==> src/rtl/ecc_cap_pkg.sv <==
package ecc_cap_pkg;
  // status word layout; bit positions are decoded by software
  localparam int STS_W      = 16;
  localparam int CE_STS_BIT = 0;
  localparam int UE_STS_BIT = 7;
  // command word enable positions
  localparam int CE_EN_BIT  = 7;
  localparam int UE_EN_BIT  = 8;
  // error sources, index into per-source vectors
  localparam int N_SRC  = 2;
  localparam int SRC_CE = 0;
  localparam int SRC_UE = 1;
  // register offsets
  localparam int RA_W = 3;
  typedef enum logic [RA_W-1:0] {
    OFS_STATUS = 3'd0,
    OFS_CMD    = 3'd1,
    OFS_ADDR   = 3'd2,
    OFS_SYN    = 3'd3,
    OFS_CHAN   = 3'd4
  } reg_ofs_e;

  // next value of a sticky write-one-to-clear bit: a set beats a clear
  function automatic logic w1c_next(input logic cur, input logic set, input logic clr);
    return set | (cur & ~clr);
  endfunction

  // flag value that remains once this cycle's clear is applied
  function automatic logic survives(input logic cur, input logic clr);
    return cur & ~clr;
  endfunction

  function automatic int sts_pos(input int src);
    return (src == SRC_CE) ? CE_STS_BIT : UE_STS_BIT;
  endfunction

  function automatic int en_pos(input int src);
    return (src == SRC_CE) ? CE_EN_BIT : UE_EN_BIT;
  endfunction
endpackage

==> src/rtl/ecc_flag_bank.sv <==
module ecc_flag_bank import ecc_cap_pkg::*; #(
  parameter int NF = N_SRC
) (
  input  logic          clk,
  input  logic          rst_n,
  input  logic [NF-1:0] set_i,
  input  logic [NF-1:0] clr_i,
  output logic [NF-1:0] flag_o,
  output logic [NF-1:0] held_o
);
  logic [NF-1:0] flag_q;

  for (genvar i = 0; i < NF; i++) begin : g_flag
    always_ff @(posedge clk or negedge rst_n) begin
      if (!rst_n) flag_q[i] <= 1'b0;
      else        flag_q[i] <= w1c_next(flag_q[i], set_i[i], clr_i[i]);
    end

    assign held_o[i] = survives(flag_q[i], clr_i[i]);

    // an event in the same cycle as a clear leaves the bit set
    assert_set_wins_R3: assert property (@(posedge clk) disable iff (!rst_n)
      set_i[i] |=> flag_o[i]);
    // a clear without an event empties a set bit
    assert_clear_works_R3: assert property (@(posedge clk) disable iff (!rst_n)
      (clr_i[i] && !set_i[i]) |=> !flag_o[i]);
    // with no event and no clear the bit does not move
    assert_flag_steady_R3: assert property (@(posedge clk) disable iff (!rst_n)
      (!clr_i[i] && !set_i[i]) |=> $stable(flag_o[i]));
  end

  assign flag_o = flag_q;
endmodule

==> src/rtl/ecc_capture.sv <==
module ecc_capture #(
  parameter int ADDR_W    = 32,
  parameter int BLK_SHIFT = 12,
  parameter int SYN_W     = 8,
  localparam int BLK_W    = ADDR_W - BLK_SHIFT
) (
  input  logic              clk,
  input  logic              rst_n,
  input  logic              ce_evt,
  input  logic              ue_evt,
  input  logic [ADDR_W-1:0] evt_addr,
  input  logic [SYN_W-1:0]  evt_syn,
  input  logic              evt_chan,
  input  logic              ce_held,
  input  logic              ue_held,
  output logic [BLK_W-1:0]  cap_blk,
  output logic [SYN_W-1:0]  cap_syn,
  output logic              cap_chan,
  output logic              take_ue,
  output logic              take_ce
);
  function automatic logic [BLK_W-1:0] block_of(input logic [ADDR_W-1:0] a);
    return a[ADDR_W-1:BLK_SHIFT];
  endfunction

  logic unused_addr_lo;
  assign unused_addr_lo = ^evt_addr[BLK_SHIFT-1:0];

  // an uncorrectable event wins unless an uncorrectable record is still held
  assign take_ue = ue_evt & ~ue_held;
  // a correctable event is recorded only into an empty bank
  assign take_ce = ce_evt & ~ue_evt & ~ce_held & ~ue_held;

  logic load;
  assign load = take_ue | take_ce;

  always_ff @(posedge clk or negedge rst_n) begin
    if (!rst_n) begin
      cap_blk  <= '0;
      cap_syn  <= '0;
      cap_chan <= 1'b0;
    end else if (load) begin
      cap_blk  <= block_of(evt_addr);
      cap_syn  <= evt_syn;
      cap_chan <= evt_chan;
    end
  end

  // a correctable event into an occupied bank keeps the record
  assert_ce_no_overwrite_R6: assert property (@(posedge clk) disable iff (!rst_n)
    (ce_evt && !ue_evt && (ce_held || ue_held))
      |=> ($stable(cap_blk) && $stable(cap_syn) && $stable(cap_chan)));
  // a held uncorrectable record is frozen
  assert_ue_record_frozen_R8: assert property (@(posedge clk) disable iff (!rst_n)
    ue_held |=> ($stable(cap_blk) && $stable(cap_syn) && $stable(cap_chan)));
  // an accepted uncorrectable event lands in the record
  assert_ue_captured_R7: assert property (@(posedge clk) disable iff (!rst_n)
    (ue_evt && !ue_held)
      |=> (cap_blk == $past(evt_addr[ADDR_W-1:BLK_SHIFT]) && cap_syn == $past(evt_syn)
           && cap_chan == $past(evt_chan)));
endmodule

==> src/rtl/ecc_cmd_irq.sv <==
module ecc_cmd_irq import ecc_cap_pkg::*; #(
  parameter int NF = N_SRC
) (
  input  logic          clk,
  input  logic          rst_n,
  input  logic          wr_i,
  input  logic [NF-1:0] wen_i,
  input  logic [NF-1:0] flag_i,
  output logic [NF-1:0] en_o,
  output logic          irq_o
);
  logic [NF-1:0] en_q;
  logic          irq_q;
  logic          raise;

  function automatic logic any_enabled(input logic [NF-1:0] f, input logic [NF-1:0] e);
    return |(f & e);
  endfunction

  assign raise = any_enabled(flag_i, en_q);

  always_ff @(posedge clk or negedge rst_n) begin
    if (!rst_n) begin
      en_q  <= '0;
      irq_q <= 1'b0;
    end else begin
      if (wr_i) en_q <= wen_i;
      irq_q <= raise;
    end
  end

  assign en_o  = en_q;
  assign irq_o = irq_q;

  // a command write loads the enables
  assert_cmd_load_R11: assert property (@(posedge clk) disable iff (!rst_n)
    wr_i |=> en_o == $past(wen_i));
  // no flag set means no signal on the next cycle
  assert_irq_quiet_R12: assert property (@(posedge clk) disable iff (!rst_n)
    (flag_i == '0) |=> !irq_o);
  // the signal only rises after an enabled flag
  assert_irq_cause_R12: assert property (@(posedge clk) disable iff (!rst_n)
    $rose(irq_o) |-> $past(|(flag_i & en_o)));
endmodule

==> src/rtl/ecc_reg_port.sv <==
module ecc_reg_port import ecc_cap_pkg::*; #(
  parameter int DATA_W    = 32,
  parameter int ADDR_W    = 32,
  parameter int BLK_SHIFT = 12,
  parameter int SYN_W     = 8,
  localparam int BLK_W    = ADDR_W - BLK_SHIFT
) (
  input  logic              reg_wr,
  input  logic [RA_W-1:0]   reg_addr,
  input  logic [DATA_W-1:0] reg_wdata,
  input  logic [N_SRC-1:0]  flag,
  input  logic [N_SRC-1:0]  en,
  input  logic [BLK_W-1:0]  cap_blk,
  input  logic [SYN_W-1:0]  cap_syn,
  input  logic              cap_chan,
  output logic [N_SRC-1:0]  sts_clr,
  output logic              cmd_wr,
  output logic [N_SRC-1:0]  cmd_wen,
  output logic [DATA_W-1:0] reg_rdata
);
  function automatic logic [STS_W-1:0] status_word(input logic [N_SRC-1:0] f);
    logic [STS_W-1:0] w;
    w = '0;
    for (int i = 0; i < N_SRC; i++) w[sts_pos(i)] = f[i];
    return w;
  endfunction

  function automatic logic [STS_W-1:0] cmd_word(input logic [N_SRC-1:0] e);
    logic [STS_W-1:0] w;
    w = '0;
    for (int i = 0; i < N_SRC; i++) w[en_pos(i)] = e[i];
    return w;
  endfunction

  function automatic logic [ADDR_W-1:0] block_base(input logic [BLK_W-1:0] b);
    return {b, {BLK_SHIFT{1'b0}}};
  endfunction

  logic unused_wdata;
  assign unused_wdata = ^reg_wdata;

  logic sts_wr;
  assign sts_wr = reg_wr && (reg_addr == OFS_STATUS);
  assign cmd_wr = reg_wr && (reg_addr == OFS_CMD);

  for (genvar i = 0; i < N_SRC; i++) begin : g_dec
    assign sts_clr[i] = sts_wr & reg_wdata[sts_pos(i)];
    assign cmd_wen[i] = reg_wdata[en_pos(i)];
  end

  always_comb begin
    case (reg_addr)
      OFS_STATUS: reg_rdata = DATA_W'(status_word(flag));
      OFS_CMD:    reg_rdata = DATA_W'(cmd_word(en));
      OFS_ADDR:   reg_rdata = DATA_W'(block_base(cap_blk));
      OFS_SYN:    reg_rdata = DATA_W'(cap_syn);
      OFS_CHAN:   reg_rdata = DATA_W'(cap_chan);
      default:    reg_rdata = '0;
    endcase
  end
endmodule

==> src/rtl/ecc_err_capture.sv <==
module ecc_err_capture import ecc_cap_pkg::*; #(
  parameter int ADDR_W    = 32,
  parameter int BLK_SHIFT = 12,
  parameter int SYN_W     = 8,
  parameter int DATA_W    = 32,
  localparam int BLK_W    = ADDR_W - BLK_SHIFT
) (
  input  logic              clk,
  input  logic              rst_n,
  input  logic              ce_evt,
  input  logic              ue_evt,
  input  logic [ADDR_W-1:0] evt_addr,
  input  logic [SYN_W-1:0]  evt_syn,
  input  logic              evt_chan,
  input  logic              reg_wr,
  input  logic [RA_W-1:0]   reg_addr,
  input  logic [DATA_W-1:0] reg_wdata,
  output logic [DATA_W-1:0] reg_rdata,
  output logic              err_irq
);
  logic [N_SRC-1:0] evt_set, sts_clr, flag, held, en, cmd_wen;
  logic             cmd_wr, take_ue, take_ce;
  logic [BLK_W-1:0] cap_blk;
  logic [SYN_W-1:0] cap_syn;
  logic             cap_chan;

  assign evt_set[SRC_CE] = ce_evt;
  assign evt_set[SRC_UE] = ue_evt;

  ecc_flag_bank #(.NF(N_SRC)) u_flags (
    .clk(clk), .rst_n(rst_n), .set_i(evt_set), .clr_i(sts_clr),
    .flag_o(flag), .held_o(held)
  );

  ecc_capture #(.ADDR_W(ADDR_W), .BLK_SHIFT(BLK_SHIFT), .SYN_W(SYN_W)) u_cap (
    .clk(clk), .rst_n(rst_n), .ce_evt(ce_evt), .ue_evt(ue_evt),
    .evt_addr(evt_addr), .evt_syn(evt_syn), .evt_chan(evt_chan),
    .ce_held(held[SRC_CE]), .ue_held(held[SRC_UE]),
    .cap_blk(cap_blk), .cap_syn(cap_syn), .cap_chan(cap_chan),
    .take_ue(take_ue), .take_ce(take_ce)
  );

  ecc_cmd_irq #(.NF(N_SRC)) u_cmd (
    .clk(clk), .rst_n(rst_n), .wr_i(cmd_wr), .wen_i(cmd_wen),
    .flag_i(flag), .en_o(en), .irq_o(err_irq)
  );

  ecc_reg_port #(.DATA_W(DATA_W), .ADDR_W(ADDR_W), .BLK_SHIFT(BLK_SHIFT), .SYN_W(SYN_W)) u_port (
    .reg_wr(reg_wr), .reg_addr(reg_addr), .reg_wdata(reg_wdata),
    .flag(flag), .en(en), .cap_blk(cap_blk), .cap_syn(cap_syn), .cap_chan(cap_chan),
    .sts_clr(sts_clr), .cmd_wr(cmd_wr), .cmd_wen(cmd_wen), .reg_rdata(reg_rdata)
  );

  // two captures never fire together
  assert_one_capture_R9: assert property (@(posedge clk) disable iff (!rst_n)
    !(take_ue && take_ce));
  // an accepted uncorrectable event leaves the uncorrectable flag set
  assert_ue_flagged_R7: assert property (@(posedge clk) disable iff (!rst_n)
    take_ue |=> flag[SRC_UE]);
endmodule

==> config.mk <==
export PLATFORM = sky130hd
export DESIGN_NAME = ecc_err_capture
export DESIGN_NICKNAME = d
export VERILOG_FILES = /design/src/rtl/ecc_cap_pkg.sv /design/src/rtl/ecc_flag_bank.sv /design/src/rtl/ecc_capture.sv /design/src/rtl/ecc_cmd_irq.sv /design/src/rtl/ecc_reg_port.sv /design/src/rtl/ecc_err_capture.sv
export SDC_FILE = /design/constraint.sdc
export NUM_CORES = 1
export LEC_CHECK = 0
export BUFFER_PORTS_ARGS = -buffer_cell sky130_fd_sc_hd__buf_2
export CAP_MARGIN = 25
export CELL_PAD_IN_SITES_DETAIL_PLACEMENT = 1
export CELL_PAD_IN_SITES_GLOBAL_PLACEMENT = 2
export CORE_UTILIZATION = 25
export CTS_CLUSTER_SIZE = 16
export DETAILED_ROUTE_END_ITERATION = 10
export GPL_TIMING_DRIVEN = 1
export PLACE_DENSITY = 0.91
export SLEW_MARGIN = 20
export SYNTH_ARGS = -nofsm -noshare
export SYNTH_HDL_FRONTEND = slang
export SYNTH_SLANG_ARGS = --single-unit
==> constraint.sdc <==
create_clock -name clk -period 4.2 [get_ports clk]
set_input_delay 0.21 -clock clk [delete_from_list [all_inputs] [get_ports clk]]
set_output_delay 0.21 -clock clk [all_outputs]
set_load 0.01 [all_outputs]
==> impl_results.md <==
* Status: completed
* Yosys top cell area share at just over 50%
* Yosys top cell by area: dfrtp_1
* Syn Area/Cell at 13.29 µm²
* CTS buffer count at 5
* Area grow syn2layout at 32.12%
* Yosys reg bits at 34
* H-tree Lvls at 2
* Peak VDD IR at ~0.00015 V
* Cell row count at 29
* # diodes at 0
* Pwr Total at 0.9641 mW
* Placed cell area at 0.002064 mm²
* Via count at 1185
* Cell variety after synth at 25
* Fillers at about 730
* Starting DRC count in detailed routing at 22
* LEAKAGE at ~1.1 nW
* Initial antenna violation count at 0
* Max incr delay on CP at 0.50 ns
* Placed cell count at 263
* Sequential cell area at 850.8 µm²
* Clk buf depth at 2
* Postcts setup bufs at 0
* Fin crit share at 43.41%
* CTS tree: yes
* Crit Path Category: in2reg
* Nets at 274
* CTS clock-pin slew for the worst setup and hold paths at 0.07 ns
* Crit end category: register
* CTS Hold Bufs at 0
* Pre-Repair DR Iteration Count at 3
* Largest net degree at the start of global routing at 35
* Final TNS setup at 0 ns
* Critical path's slowest cell: a21oi_4
* Clock sinks at 34
* Final Non-Filler Cells at 270
* Worst slew margin at a little under half
* Post-route DRC violation count at 0
* Min cycle time layout at about 1.8 ns
* Power per Cell Area at approximately 440 mW/mm²
* Slew @ Worst Pin at 0.7870 ns
* CP required at ~4.4 ns
* Post-cts sizing count at 0
* Sequential share of the synthesized area at 51.63%
* Die Wd at 83.19 µm
* Die ar. at 0.006920 mm²
* Core ar. at between 0.006 and 0.007 mm²
* Worst endpoint data arrival time at 1.99 ns
* Die H at between 80 and 90 µm
* Area occupied by multi-input gates at 744.5 µm²
* Most frequent cells in the layout: buf_2 (69), dfrtp_1 (34), and2_1 (26)
* Initial Util at 25.95%
* RSZ-0062 raised after global routing: no
* DRT Wirelength at approximately 3600 µm
* DR vias/cell at 4.389
* Design area at roughly 0.0022 mm²
* Max_cap viols at 0
* Ports at around 110
* CP max FO at 16
* Clk root buf: clkbuf_8
* First-pass GRT wire length at 6203 µm
* Hold Crit Class: in2async
* Gr ovfl total at 0
* Commonest non-fill, non-tap cell in the layout: buf_2
* Final ANT Viol Nets at 0
* Worst setup SP type: primary input
* Ranking of synthesized cells by area: dfrtp_1 (52%), mux2_2 (14%), and2_1 (9.9%), mux2_4 (9.1%), buf_4 (1.8%)
* Cells after synthesis at 124
* Layout cells sized above 1 at 58.03%
* Wire per inst at 13.50 µm
* Post-Syn Area at ~0.0016 mm²
* Final Max Tran Viols at 0
* Vias in the first global route at 1305
* Max Fclk at 548.5 MHz
* Port Buf Inserts at 69
* Worst-path cell chain: buf_2, nor4b_4, a311oi_1, a21oi_4, buf_16, mux2_2
* Fin. Hold Viols at 0
* Clock Latency Late Sink at 0.28 ns
* Gr usage total at 11.51%
* Placer Congestion at 0.6787
* Final core occ at 34.29%
* Setup violations, final at 0
* Clk_skew at 0.005980 ns
* Syn. warnings at 0
cell type report:
cell class                      count  share of cell area, %
Multi-Input combinational cell     82                  34.20
Clock inverter                      1                  1.379
Clock buffer                        6                  3.793
Tap cell                           77                  4.425
Timing Repair Buffer               70                  17.13
Sequential cell                    34                  39.08
cell usage after synthesis:
cell type and instances:
mux2i_1 1, a21o_1 2, and2_1 26, nor3b_1 2, mux2_4 10, conb_1 1
a21oi_2 1, or3b_2 1, nor4b_4 1, buf_2 2, nand2_1 2, buf_4 4
a311oi_1 2, and3_1 2, buf_6 1, dfrtp_1 34, a22o_1 1, nor2_1 3
mux2_2 21, a31oi_1 1, clkbuf_1 2, a21oi_1 1, buf_12 1, nor2b_1 1
and3b_1 1
final timing paths:
kind	slack (ns)	endpoint	depth (start not counted)	startpoint
setup / recovery	2.38	u_cap.cap_blk[18]$_DFFE_PN0P_	6	reg_addr[2]
hold / removal	0.01	u_flags.flag_o[0]$_DFF_PN0_	1	rst_n
setup reg to reg	2.38	u_cap.cap_blk[18]$_DFFE_PN0P_	5	u_flags.flag_o[0]$_DFF_PN0_
hold reg to reg	0.50	u_cap.cap_blk[7]$_DFFE_PN0P_	1	u_cap.cap_blk[7]$_DFFE_PN0P_
max in group asynchronous	3.69	u_cap.cap_blk[4]$_DFFE_PN0P_	1	rst_n
min in group clk	0.13	u_flags.flag_o[1]$_DFF_PN0_	2	ue_evt
worst max-delay path: cells and delay by family:
family	cells	cell delay, ns
compound gates	2	0.69
buf+inv	2	0.39
simple gates	1	0.34
mux	1	0.34
flip-flops by register name (all words and copies together) (netlist names):
signal	count
u_cmd.en_o	2
u_cmd.irq_o	1
u_cap.cap_chan	1
u_flags.flag_o	2
u_cap.cap_syn	8
u_cap.cap_blk	20
cells by family (layout without fill, tap and decap cells):
family | Yosys count | count (layout) | synth area share, %
AOI/OAI and AO/OA | 8 | 8 | 3.721
buffers and inverters | 10 | 77 | 4.784
DFF | 34 | 34 | 51.63
muxes | 32 | 32 | 24.07
other | 1 | 3 | 0.2276
and+or+nand+nor | 39 | 39 | 15.57
per-layer routing:
layer,global-route usage (%),vias up,part of all wire (%)
met1,13.73,584,44
li1,-,554,-
met3,4.473,2,7.3
met5,0,-,0
met4,3.762,0,0.41
met2,19.00,45,48
power breakdown:
part           leakage (nW)  switching, mW  internal [mW]  total (mW)
sequential            0.394         0.0436          0.421       0.465
clock                0.0573          0.117          0.190       0.307
combinational         0.621         0.0665          0.125       0.192
total                  1.07          0.228          0.737       0.964
through the flow:
stage                     hold slack, ns  worst slack, ns
after CTS                        0.03970            2.355
after detailed placement          0.3572            2.053
after global routing             0.06857            2.256
after floorplan                 -0.08559            2.567
after global placement            0.3511            1.832
final                            0.01196            2.377
(Power assumes the default switching activity.)
